$ cat config.mk
export PLATFORM = sky130hd
export DESIGN_NAME = rdb_bridge
export DESIGN_NICKNAME = d
export VERILOG_FILES = /design/src/rtl/rdb_pkg.sv /design/src/rtl/rdb_fifo.sv /design/src/rtl/rdb_splitter.sv /design/src/rtl/rdb_tracker.sv /design/src/rtl/rdb_bridge.sv
export SDC_FILE = /design/constraint.sdc
export NUM_CORES = 1
export LEC_CHECK = 0
export ABC_CLOCK_PERIOD_IN_PS = 4600
export CORE_MARGIN = 3
export CORE_UTILIZATION = 39
export DETAILED_ROUTE_END_ITERATION = 8
export GPL_TIMING_DRIVEN = 1
export PLACE_DENSITY_LB_ADDON = 0.25
export SLEW_MARGIN = 20
export SYNTH_ARGS = -nofsm -noshare
export SYNTH_HDL_FRONTEND = slang
export SYNTH_SLANG_ARGS = --single-unit
$ cat constraint.sdc
create_clock -name clk_i -period 4.6 [get_ports clk_i]
set_clock_uncertainty 0.2 [all_clocks]
set_input_delay 0.92 -clock clk_i [delete_from_list [all_inputs] [get_ports clk_i]]
set_output_delay 0.92 -clock clk_i [all_outputs]
set_load 0.005 [all_outputs]
$ cat src/rtl/rdb_pkg.sv
package rdb_pkg;
  typedef enum logic [1:0] {
    BT_FIXED = 2'b00,
    BT_INCR  = 2'b01,
    BT_WRAP  = 2'b10
  } burst_e;

  localparam int unsigned AXI_MAX_BEATS = 256;
endpackage

$ cat src/rtl/rdb_fifo.sv
module rdb_fifo #(
  parameter int W     = 8,
  parameter int DEPTH = 4
) (
  input  logic         clk_i,
  input  logic         rst_ni,
  input  logic         push_i,
  input  logic [W-1:0] din_i,
  input  logic         pop_i,
  output logic [W-1:0] dout_o,
  output logic         empty_o,
  output logic         full_o
);
  localparam int AW = (DEPTH > 1) ? $clog2(DEPTH) : 1;
  localparam int CW = $clog2(DEPTH + 1);

  logic [W-1:0]  mem_q [DEPTH];
  logic [AW-1:0] wp_q, rp_q;
  logic [CW-1:0] cnt_q;

  function automatic logic [AW-1:0] nxt(input logic [AW-1:0] p);
    return (p == AW'(DEPTH - 1)) ? '0 : p + AW'(1);
  endfunction

  always_ff @(posedge clk_i or negedge rst_ni) begin
    if (!rst_ni) begin
      wp_q  <= '0;
      rp_q  <= '0;
      cnt_q <= '0;
    end else begin
      if (push_i) wp_q <= nxt(wp_q);
      if (pop_i)  rp_q <= nxt(rp_q);
      cnt_q <= cnt_q + CW'(push_i) - CW'(pop_i);
    end
  end

  always_ff @(posedge clk_i) begin
    if (push_i) mem_q[wp_q] <= din_i;
  end

  assign dout_o  = mem_q[rp_q];
  assign empty_o = (cnt_q == '0);
  assign full_o  = (cnt_q == CW'(DEPTH));
endmodule

$ cat src/rtl/rdb_splitter.sv
module rdb_splitter #(
  parameter int ADDR_W    = 32,
  parameter int LEN_W     = 16,
  parameter int DATA_W    = 32,
  parameter int MAX_BURST = 256
) (
  input  logic              clk_i,
  input  logic              rst_ni,
  input  logic              req_vld_i,
  input  logic [ADDR_W-1:0] req_addr_i,
  input  logic [LEN_W-1:0]  req_len_i,
  output logic              req_pop_o,
  output logic [ADDR_W-1:0] ar_addr_o,
  output logic [7:0]        ar_len_o,
  output logic [2:0]        ar_size_o,
  output logic [1:0]        ar_burst_o,
  output logic              ar_valid_o,
  input  logic              ar_ready_i
);
  import rdb_pkg::*;

  localparam int SIZE   = $clog2(DATA_W / 8);
  localparam int BEAT_W = $clog2(MAX_BURST) + 1;

  logic              active_q;
  logic [ADDR_W-1:0] addr_q;
  logic [LEN_W-1:0]  rem_q;
  logic [BEAT_W-1:0] beats;
  logic              big, ar_hs;

  assign big   = ({1'b0, rem_q} > (LEN_W + 1)'(MAX_BURST));
  assign beats = big ? BEAT_W'(MAX_BURST) : BEAT_W'(rem_q);
  assign ar_hs = active_q && ar_ready_i;

  // one idle cycle between requests keeps the load path shallow
  assign req_pop_o = !active_q && req_vld_i;

  always_ff @(posedge clk_i or negedge rst_ni) begin
    if (!rst_ni) begin
      active_q <= 1'b0;
      addr_q   <= '0;
      rem_q    <= '0;
    end else if (req_pop_o) begin
      active_q <= 1'b1;
      addr_q   <= req_addr_i;
      rem_q    <= req_len_i;
    end else if (ar_hs) begin
      addr_q <= addr_q + (ADDR_W'(beats) << SIZE);
      rem_q  <= rem_q - LEN_W'(beats);
      if (!big) active_q <= 1'b0;
    end
  end

  assign ar_valid_o = active_q;
  assign ar_addr_o  = addr_q;
  assign ar_len_o   = 8'(beats - BEAT_W'(1));
  assign ar_size_o  = 3'(SIZE);
  assign ar_burst_o = BT_INCR;
endmodule

$ cat src/rtl/rdb_tracker.sv
module rdb_tracker #(
  parameter int MAX_OUT = 4,
  parameter int NB_W    = 9
) (
  input  logic            clk_i,
  input  logic            rst_ni,
  input  logic            push_i,
  input  logic [NB_W-1:0] nbursts_i,
  input  logic            last_hs_i,
  output logic            done_o,
  output logic            full_o
);
  logic [NB_W-1:0] head, seen_q;
  logic            empty;

  rdb_fifo #(.W(NB_W), .DEPTH(MAX_OUT)) u_cnt_fifo (
    .clk_i   (clk_i),
    .rst_ni  (rst_ni),
    .push_i  (push_i),
    .din_i   (nbursts_i),
    .pop_i   (done_o),
    .dout_o  (head),
    .empty_o (empty),
    .full_o  (full_o)
  );

  assign done_o = last_hs_i && !empty && ((seen_q + NB_W'(1)) == head);

  always_ff @(posedge clk_i or negedge rst_ni) begin
    if (!rst_ni)        seen_q <= '0;
    else if (done_o)    seen_q <= '0;
    else if (last_hs_i) seen_q <= seen_q + NB_W'(1);
  end
endmodule

$ cat src/rtl/rdb_bridge.sv
module rdb_bridge #(
  parameter int ADDR_W     = 32,
  parameter int DATA_W     = 32,
  parameter int LEN_W      = 16,
  parameter int MAX_OUT    = 4,
  parameter int MAX_BURST  = 256,
  parameter bit USE_DREADY = 1'b1
) (
  input  logic              clk_i,
  input  logic              rst_ni,
  input  logic [ADDR_W-1:0] req_addr_i,
  input  logic [LEN_W-1:0]  req_len_i,
  input  logic              req_valid_i,
  output logic              req_ready_o,
  output logic [DATA_W-1:0] rsp_data_o,
  output logic [1:0]        rsp_resp_o,
  output logic              rsp_valid_o,
  output logic              rsp_last_o,
  input  logic              rsp_dready_i,
  output logic              req_done_o,
  output logic [ADDR_W-1:0] ar_addr_o,
  output logic [7:0]        ar_len_o,
  output logic [2:0]        ar_size_o,
  output logic [1:0]        ar_burst_o,
  output logic              ar_valid_o,
  input  logic              ar_ready_i,
  input  logic [DATA_W-1:0] r_data_i,
  input  logic [1:0]        r_resp_i,
  input  logic              r_last_i,
  input  logic              r_valid_i,
  output logic              r_ready_o
);
  localparam int LOG_B = $clog2(MAX_BURST);
  localparam int NB_W  = LEN_W - LOG_B + 1;
  localparam int RQ_W  = ADDR_W + LEN_W;

  logic              push, rq_empty, rq_full, rq_pop, trk_full, r_hs;
  logic [RQ_W-1:0]   rq_head;
  logic [NB_W-1:0]   nbursts;

  assign req_ready_o = !trk_full && !rq_full;
  assign push        = req_valid_i && req_ready_o && (req_len_i != '0);
  assign nbursts     = NB_W'(({1'b0, req_len_i} + (LEN_W + 1)'(MAX_BURST - 1)) >> LOG_B);

  rdb_fifo #(.W(RQ_W), .DEPTH(MAX_OUT)) u_req_fifo (
    .clk_i   (clk_i),
    .rst_ni  (rst_ni),
    .push_i  (push),
    .din_i   ({req_addr_i, req_len_i}),
    .pop_i   (rq_pop),
    .dout_o  (rq_head),
    .empty_o (rq_empty),
    .full_o  (rq_full)
  );

  rdb_splitter #(
    .ADDR_W(ADDR_W), .LEN_W(LEN_W), .DATA_W(DATA_W), .MAX_BURST(MAX_BURST)
  ) u_split (
    .clk_i      (clk_i),
    .rst_ni     (rst_ni),
    .req_vld_i  (!rq_empty),
    .req_addr_i (rq_head[RQ_W-1:LEN_W]),
    .req_len_i  (rq_head[LEN_W-1:0]),
    .req_pop_o  (rq_pop),
    .ar_addr_o  (ar_addr_o),
    .ar_len_o   (ar_len_o),
    .ar_size_o  (ar_size_o),
    .ar_burst_o (ar_burst_o),
    .ar_valid_o (ar_valid_o),
    .ar_ready_i (ar_ready_i)
  );

  generate
    if (USE_DREADY) begin : g_dready
      assign r_ready_o = rsp_dready_i;
    end else begin : g_no_dready
      assign r_ready_o = 1'b1;
    end
  endgenerate

  assign r_hs        = r_valid_i && r_ready_o;
  assign rsp_valid_o = r_hs;
  assign rsp_data_o  = r_data_i;
  assign rsp_resp_o  = r_resp_i;
  assign rsp_last_o  = r_hs && r_last_i;

  rdb_tracker #(.MAX_OUT(MAX_OUT), .NB_W(NB_W)) u_trk (
    .clk_i     (clk_i),
    .rst_ni    (rst_ni),
    .push_i    (push),
    .nbursts_i (nbursts),
    .last_hs_i (rsp_last_o),
    .done_o    (req_done_o),
    .full_o    (trk_full)
  );
endmodule

== After elaboration in Yosys (flattened, before gate mapping) ==
Memory sizes are Yosys's and may differ from the RTL's.
Index checks and enable logic that the tools add are counted.

* Register bits after elaboration: 72
* Memory bits (writable): 228
* Input bits: 89
* Output and inout bits: 85
* Logic and storage cells: 70
* Memories kept: 2

{| class="wikitable"
|+ Memory list
! name !! depth !! bits a word !! rd ports !! clocked after memory_dff !! wr ports !! line !! text
|-
| u_req_fifo.mem_q || 4 || 48 || 1 || 0 || 1 || rdb_fifo.sv:17 || <nowiki>logic [W-1:0] mem_q [DEPTH];</nowiki>
|-
| u_trk.u_cnt_fifo.mem_q || 4 || 9 || 1 || 0 || 1 || rdb_fifo.sv:17 ||
|}

* Add/sub/neg operators: 13
* $lt $le $gt $ge: 1
* Equal/unequal tests: 8
* Multiplexer cells: 16
* Reductions and logical operators: 20

{| class="wikitable"
|+ Operator list
! cell !! number
|-
| $mux W32 || 2
|-
| $add A32 B11 Y32 || 1
|-
| $mux W16 || 2
|-
| $mux W9 || 3
|-
| $add A16 B8 Y17 const B || 1
|-
| $gt A16 B9 Y1 const B || 1
|-
| $reduce_bool A16 Y1 || 1
|-
| $sub A16 B9 Y16 || 1
|-
| $add A9 B1 Y9 const B || 1
|-
| $eq A9 B9 Y1 || 1
|-
| $logic_and A1 B1 Y1 || 9
|-
| $add A2 B1 Y2 const B || 4
|-
| $eq A2 B2 Y1 const B || 4
|-
| $mux W2 || 4
|-
| $sub A8 B1 Y8 const B || 1
|-
| $add A3 B1 Y3 || 2
|-
| $eq A3 B3 Y1 const B || 2
|-
| $logic_not A3 Y1 || 2
|-
| $sub A3 B1 Y3 || 2
|-
| $logic_not A1 Y1 || 5
|-
| $mux W1 || 5
|-
| $reduce_bool A2 Y1 || 2
|-
| $ne A2 B2 Y1 const B || 1
|-
| $reduce_and A2 Y1 || 1
|}

== Longest topological paths before layout ==
* Word-level depth: 7
* Mapped depth: 15
* Depth with buffers taken out: 13

== Hierarchy ==
Synthesis repeated with hierarchy kept, for this count alone.

* Cell total of the unflattened synthesis: 922
* Area total of the unflattened synthesis: 13729.4 µm²

{| class="wikitable"
|+ By module, submodules not included
! module !! instances !! cells an instance !! area an instance (µm²) !! sequential area each (µm²)
|-
| rdb_fifo (u_req_fifo) || 1 || 287 || 7393.3 || 5940.7
|-
| rdb_splitter || 1 || 407 || 3373.2 || 1226.2
|-
| rdb_fifo (u_trk.u_cnt_fifo) || 1 || 83 || 1711.6 || 1256.2
|-
| rdb_tracker || 1 || 76 || 726.9 || 225.2
|-
| rdb_bridge || 1 || 69 || 524.3 || 0.0
|}

== Worst setup path after synthesis ==
No wires, ideal clock.

* Path type: flip-flop to flip-flop
* From: register u_split.rem_q[4]
* To: register u_split.addr_q[12], in the netlist u_split.ar_addr_o[12]
* Library setup time: 0.119 ns
* Arrival time: 3.519 ns
* Required time: 4.281 ns
* Slack: 0.762 ns
* Stages on the path, launching flop included: 15
* Path buffers: 1
* Clock period less this slack: 3.838 ns
* Path through: dfrtp_1 > or4_4 > o41ai_4 > and2_1 > buf_4 > nand2_1 > inv_1 > ha_1 > a21oi_1 > o21bai_1 > a2111oi_0 > nor2_1 > a311oi_1 > a41oi_1 > o21a_1

* Word-level cells in the longest chain between the ends: 5

{| class="wikitable"
|+ Ends and longest elaborated chain
! item !! line !! text
|-
| start: declaration || rdb_splitter.sv:27 || <nowiki>logic [LEN_W-1:0] rem_q;</nowiki>
|-
| start signal: assignment || rdb_splitter.sv:46 || <nowiki>rem_q <= req_len_i;</nowiki>
|-
| start signal: assignment || rdb_splitter.sv:49 || <nowiki>rem_q <= rem_q - LEN_W'(beats);</nowiki>
|-
| $gt A16 B9 Y1 || rdb_splitter.sv:31 || <nowiki>assign big = ({1'b0, rem_q} > (LEN_W + 1)'(MAX_BURST));</nowiki>
|-
| $mux W9 (*) || rdb_splitter.sv:32 || <nowiki>assign beats = big ? BEAT_W'(MAX_BURST) : BEAT_W'(rem_q);</nowiki>
|-
| $add A32 B11 Y32 (*) || rdb_splitter.sv:48 || <nowiki>addr_q <= addr_q + (ADDR_W'(beats) << SIZE);</nowiki>
|-
| $mux W32 (*) || rdb_splitter.sv:47 || <nowiki>end else if (ar_hs) begin</nowiki>
|-
| $mux W32 (*) || rdb_splitter.sv:43 || <nowiki>end else if (req_pop_o) begin</nowiki>
|-
| end signal: assignment || rdb_splitter.sv:45 || <nowiki>addr_q <= req_addr_i;</nowiki>
|-
| end signal: assignment || rdb_splitter.sv:48 ||
|-
| end: declaration || rdb_splitter.sv:26 || <nowiki>logic [ADDR_W-1:0] addr_q;</nowiki>
|}

Every way passes the cells marked *; elsewhere a longest branch is shown, timed or not. The select of a mux whose other input is x is not followed.
A chain may end at the register's enable or synchronous reset.

== Worst setup path in the final report ==
* From: register u_split.rem_q[4]
* To: output port ar_len_o[4]

* Word-level cells in the longest chain between the ends: 3

{| class="wikitable"
|+ Ends and longest elaborated chain
! item !! line !! text
|-
| $gt A16 B9 Y1 || rdb_splitter.sv:31 ||
|-
| $mux W9 (*) || rdb_splitter.sv:32 ||
|-
| $sub A8 B1 Y8 (*) || rdb_splitter.sv:56 || <nowiki>assign ar_len_o = 8'(beats - BEAT_W'(1));</nowiki>
|-
| end: declaration || rdb_bridge.sv:22 || <nowiki>output logic [7:0] ar_len_o,</nowiki>
|}

Every way passes the cells marked *; elsewhere a longest branch is shown, timed or not.

==> impl_metrics.json <==
{
  "outcome": "complete, no violations",
  "crit_type": "register to output pin",
  "globalRouteOverflowTotal": 0,
  "grt_max_degree": 64,
  "min_period_over_period": 0.938,
  "drt_iter0_drc": 560,
  "dpl.hpwl_mm": 19.3,
  "p_int_mw": 5.63,
  "synth_top_flop_cell": "edfxtp_1",
  "maxCapViolations": 0,
  "clockBufferDepth": 3,
  "synth_area_leaders": "edfxtp_1, dfrtp_1, mux4_2",
  "n_fill_cell": 2933,
  "nets": 1091,
  "synth_top_cell_by_area": "edfxtp_1",
  "synth_top_cell_area_share": 0.509,
  "ys_ff_latch": 300,
  "wl_mm": 29.1,
  "num_rows": 67,
  "yosysSeqAreaShare": 0.642,
  "p_leak_nw": 5.44,
  "power.share.clock": 0.291,
  "core_sq_um": 33800,
  "p_sw_mw": 2.20,
  "utilization": 0.464,
  "pwr-share-seq": 0.499,
  "ant_nets": 0,
  "netlist_instances": 894,
  "final_cell_mix": "edfxtp_1, clkdlybuf4s50_1, nand2_1",
  "design_area_sq_um": 15700,
  "tritoncts": "yes",
  "crit_arrival_ns": 3.20,
  "die_h_microns": 192,
  "maxSlewViolCount": 0,
  "dr.pass1.iters": 4,
  "slew-limit-headroom": 0.372,
  "antenna_found_initial": 0,
  "yosysWarnings": 0,
  "grt_pass1_vias": 7853,
  "path_delay_family": "simple AND/OR/NAND/NOR gates",
  "diodes": 0,
  "synth_edf_count": 228,
  "worst_skew_pair.late_latency_ns": 0.56,
  "rsz0062_at_grt": "no",
  "gp_congestion": 0.810,
  "drt-wirelength-per-cell_microns": 20.1,
  "synthDistinctLibCells": 82,
  "port_buffers": 100,
  "vias": 7564,
  "grt_first_pass_wirelength_mm": 45.5,
  "drive_above_1_share": 0.149,
  "cp.required_ns": 3.48,
  "p_sw_frac": 0.281,
  "htree_levels": 1,
  "die_w_microns": 192,
  "crit_fanout": 8,
  "end_kind": "output pin",
  "dieArea_sq_um": 36800,
  "syn_area_sq_um": 13500,
  "syn2layout_area_growth_pct": 16.5,
  "clkSinkCount": 300,
  "crit_buf_inv": 2,
  "place_area_sq_um": 14700,
  "fin_tns_setup_ns": 0,
  "fin_crit_ns": 4.32,
  "final_common_cell": "edfxtp_1",
  "start_util": 0.399,
  "crit_chain": "or4_4 > o41ai_4 > buf_4 > and2_2 > nand2_1 > ha_2 > nand3b_1 > xnor2_1 > clkdlybuf4s50_1",
  "setup_viol": 0,
  "viasPerCell": 5.23,
  "root_buffer": "clkbuf_16",
  "hold_viol": 0,
  "fmax_mhz": 232,
  "hold_path_class": "primary input to async pin",
  "ir_worst_vdd_mv": 0.313,
  "drc_errors": 0,
  "p_per_area_nw_per_um2": 499,
  "numCtsBuffers": 30,
  "power_frac_comb": 0.210,
  "slowest_stage": "or4_4",
  "ios": 174,
  "synth_area_per_cell_sq_um": 15.1,
  "hold_buffers": 0,
  "grt_usage": 0.159,
  "clk_pin_slew_worst_paths_ns": 0.06,
  "cpPeakStageDelay_ns": 0.58,
  "worst_slack_ns": 0.283,
  "start_kind": "register",
  "preCtsSetupSlack_ns": 0.369,
  "worst_pin_slew_ns": 0.943,
  "async_reset_ff_frac": 0.240
}
-- final cells by class --
cell class | count | area (sq um) | area share
flip-flops and latches | 300 | 8650 | 0.552
clock inverters | 13 | 87.6 | 0.00558
multi-input cells | 495 | 4290 | 0.273
well taps | 448 | 561 | 0.0357
clock buffers | 43 | 831 | 0.0530
inverters | 24 | 92.6 | 0.00590
repair buffers | 122 | 1180 | 0.0751
-- per-stage QoR --
| stage | hold slack, ns | power, mW | std cells |
|---|---|---|---|
| 6_report | 0.275 | 7.83 | 1445 |
| 5_1_grt | 0.312 | 8.26 | 1445 |
| 4_1_cts | 0.285 | 7.93 | 1445 |
| 3_5_place_dp | 0.285 | 5.61 | 1388 |
| 3_3_place_gp | 0.285 | 5.57 | 1388 |
| 2_1_floorplan | 0.268 | 4.89 | 898 |
-- kinds of logic after synthesis --
family,count (synthesis),synth area share
other,2,0.000558
multiplexers,60,0.0993
AND/OR/NAND/NOR,222,0.0869
adder cells (fa/ha/maj),29,0.0286
AO/OA/AOI/OAI,120,0.0595
flip-flops,300,0.642
buffers and inverters,103,0.0421
XOR/XNOR,58,0.0407
-- final timing paths --
kind,startpoint,endpoint,slack (ns),depth (start not counted)
worst max-delay path,u_split.rem_q[4],ar_len_o[4],0.28,9
worst min-delay path,rst_ni,u_trk.seen_q[7],0.27,1
worst max register to register,u_split.rem_q[4],u_split.ar_addr_o[18],0.55,14
worst min register to register,u_split.ar_addr_o[31],u_split.ar_addr_o[31],0.30,1
max in group asynchronous,rst_ni,u_split.ar_addr_o[30],3.17,2
min in group clk_i,u_split.ar_addr_o[31],u_split.ar_addr_o[31],0.30,1
-- what timing repair did --
action	in CTS	in global routing
buffers inserted	1	0
resized for setup	2	4
cloned	0	0
setup endpoints to repair	2	3
pin swaps	2	2
-- flip-flops by register name (all words and copies together), names as in the netlist --
name                    count
u_req_fifo.cnt_q            3
u_split.rem_q              16
u_req_fifo.mem_q          192
u_trk.u_cnt_fifo.rp_q       2
u_trk.seen_q                9
u_split.ar_valid_o          1
u_req_fifo.wp_q             2
u_req_fifo.rp_q             2
u_trk.u_cnt_fifo.mem_q     36
u_trk.u_cnt_fifo.wp_q       2
u_trk.u_cnt_fifo.cnt_q      3
u_split.ar_addr_o          32
-- cells in the mapped netlist, types with 21 or more instances --
master,number
dfrtp_1,72
o21ai_0,35
nand2_1,84
mux4_2,52
a21oi_1,21
edfxtp_1,228
ha_1,26
buf_4,41
xnor2_1,39
nor2_1,30
clkbuf_1,28
inv_1,22
-- power by group through the flow --
stage	sequential (mW)	clock, mW	combinational, mW
2_1_floorplan	3.86	0	1.03
3_3_place_gp	3.93	0	1.64
3_5_place_dp	3.95	0	1.66
4_1_cts	3.91	2.34	1.68
5_1_grt	3.97	2.46	1.83
6_report	3.91	2.28	1.64
-- metal layers --
metal / up-vias / track usage / share of wire
met5: - / 0 / 0
met4: 0 / 0.0378 / 0.016
met3: 36 / 0.0350 / 0.054
met2: 164 / 0.265 / 0.49
met1: 3833 / 0.215 / 0.44
li1: 3531 / - / -
(Power assumes the default switching activity.)
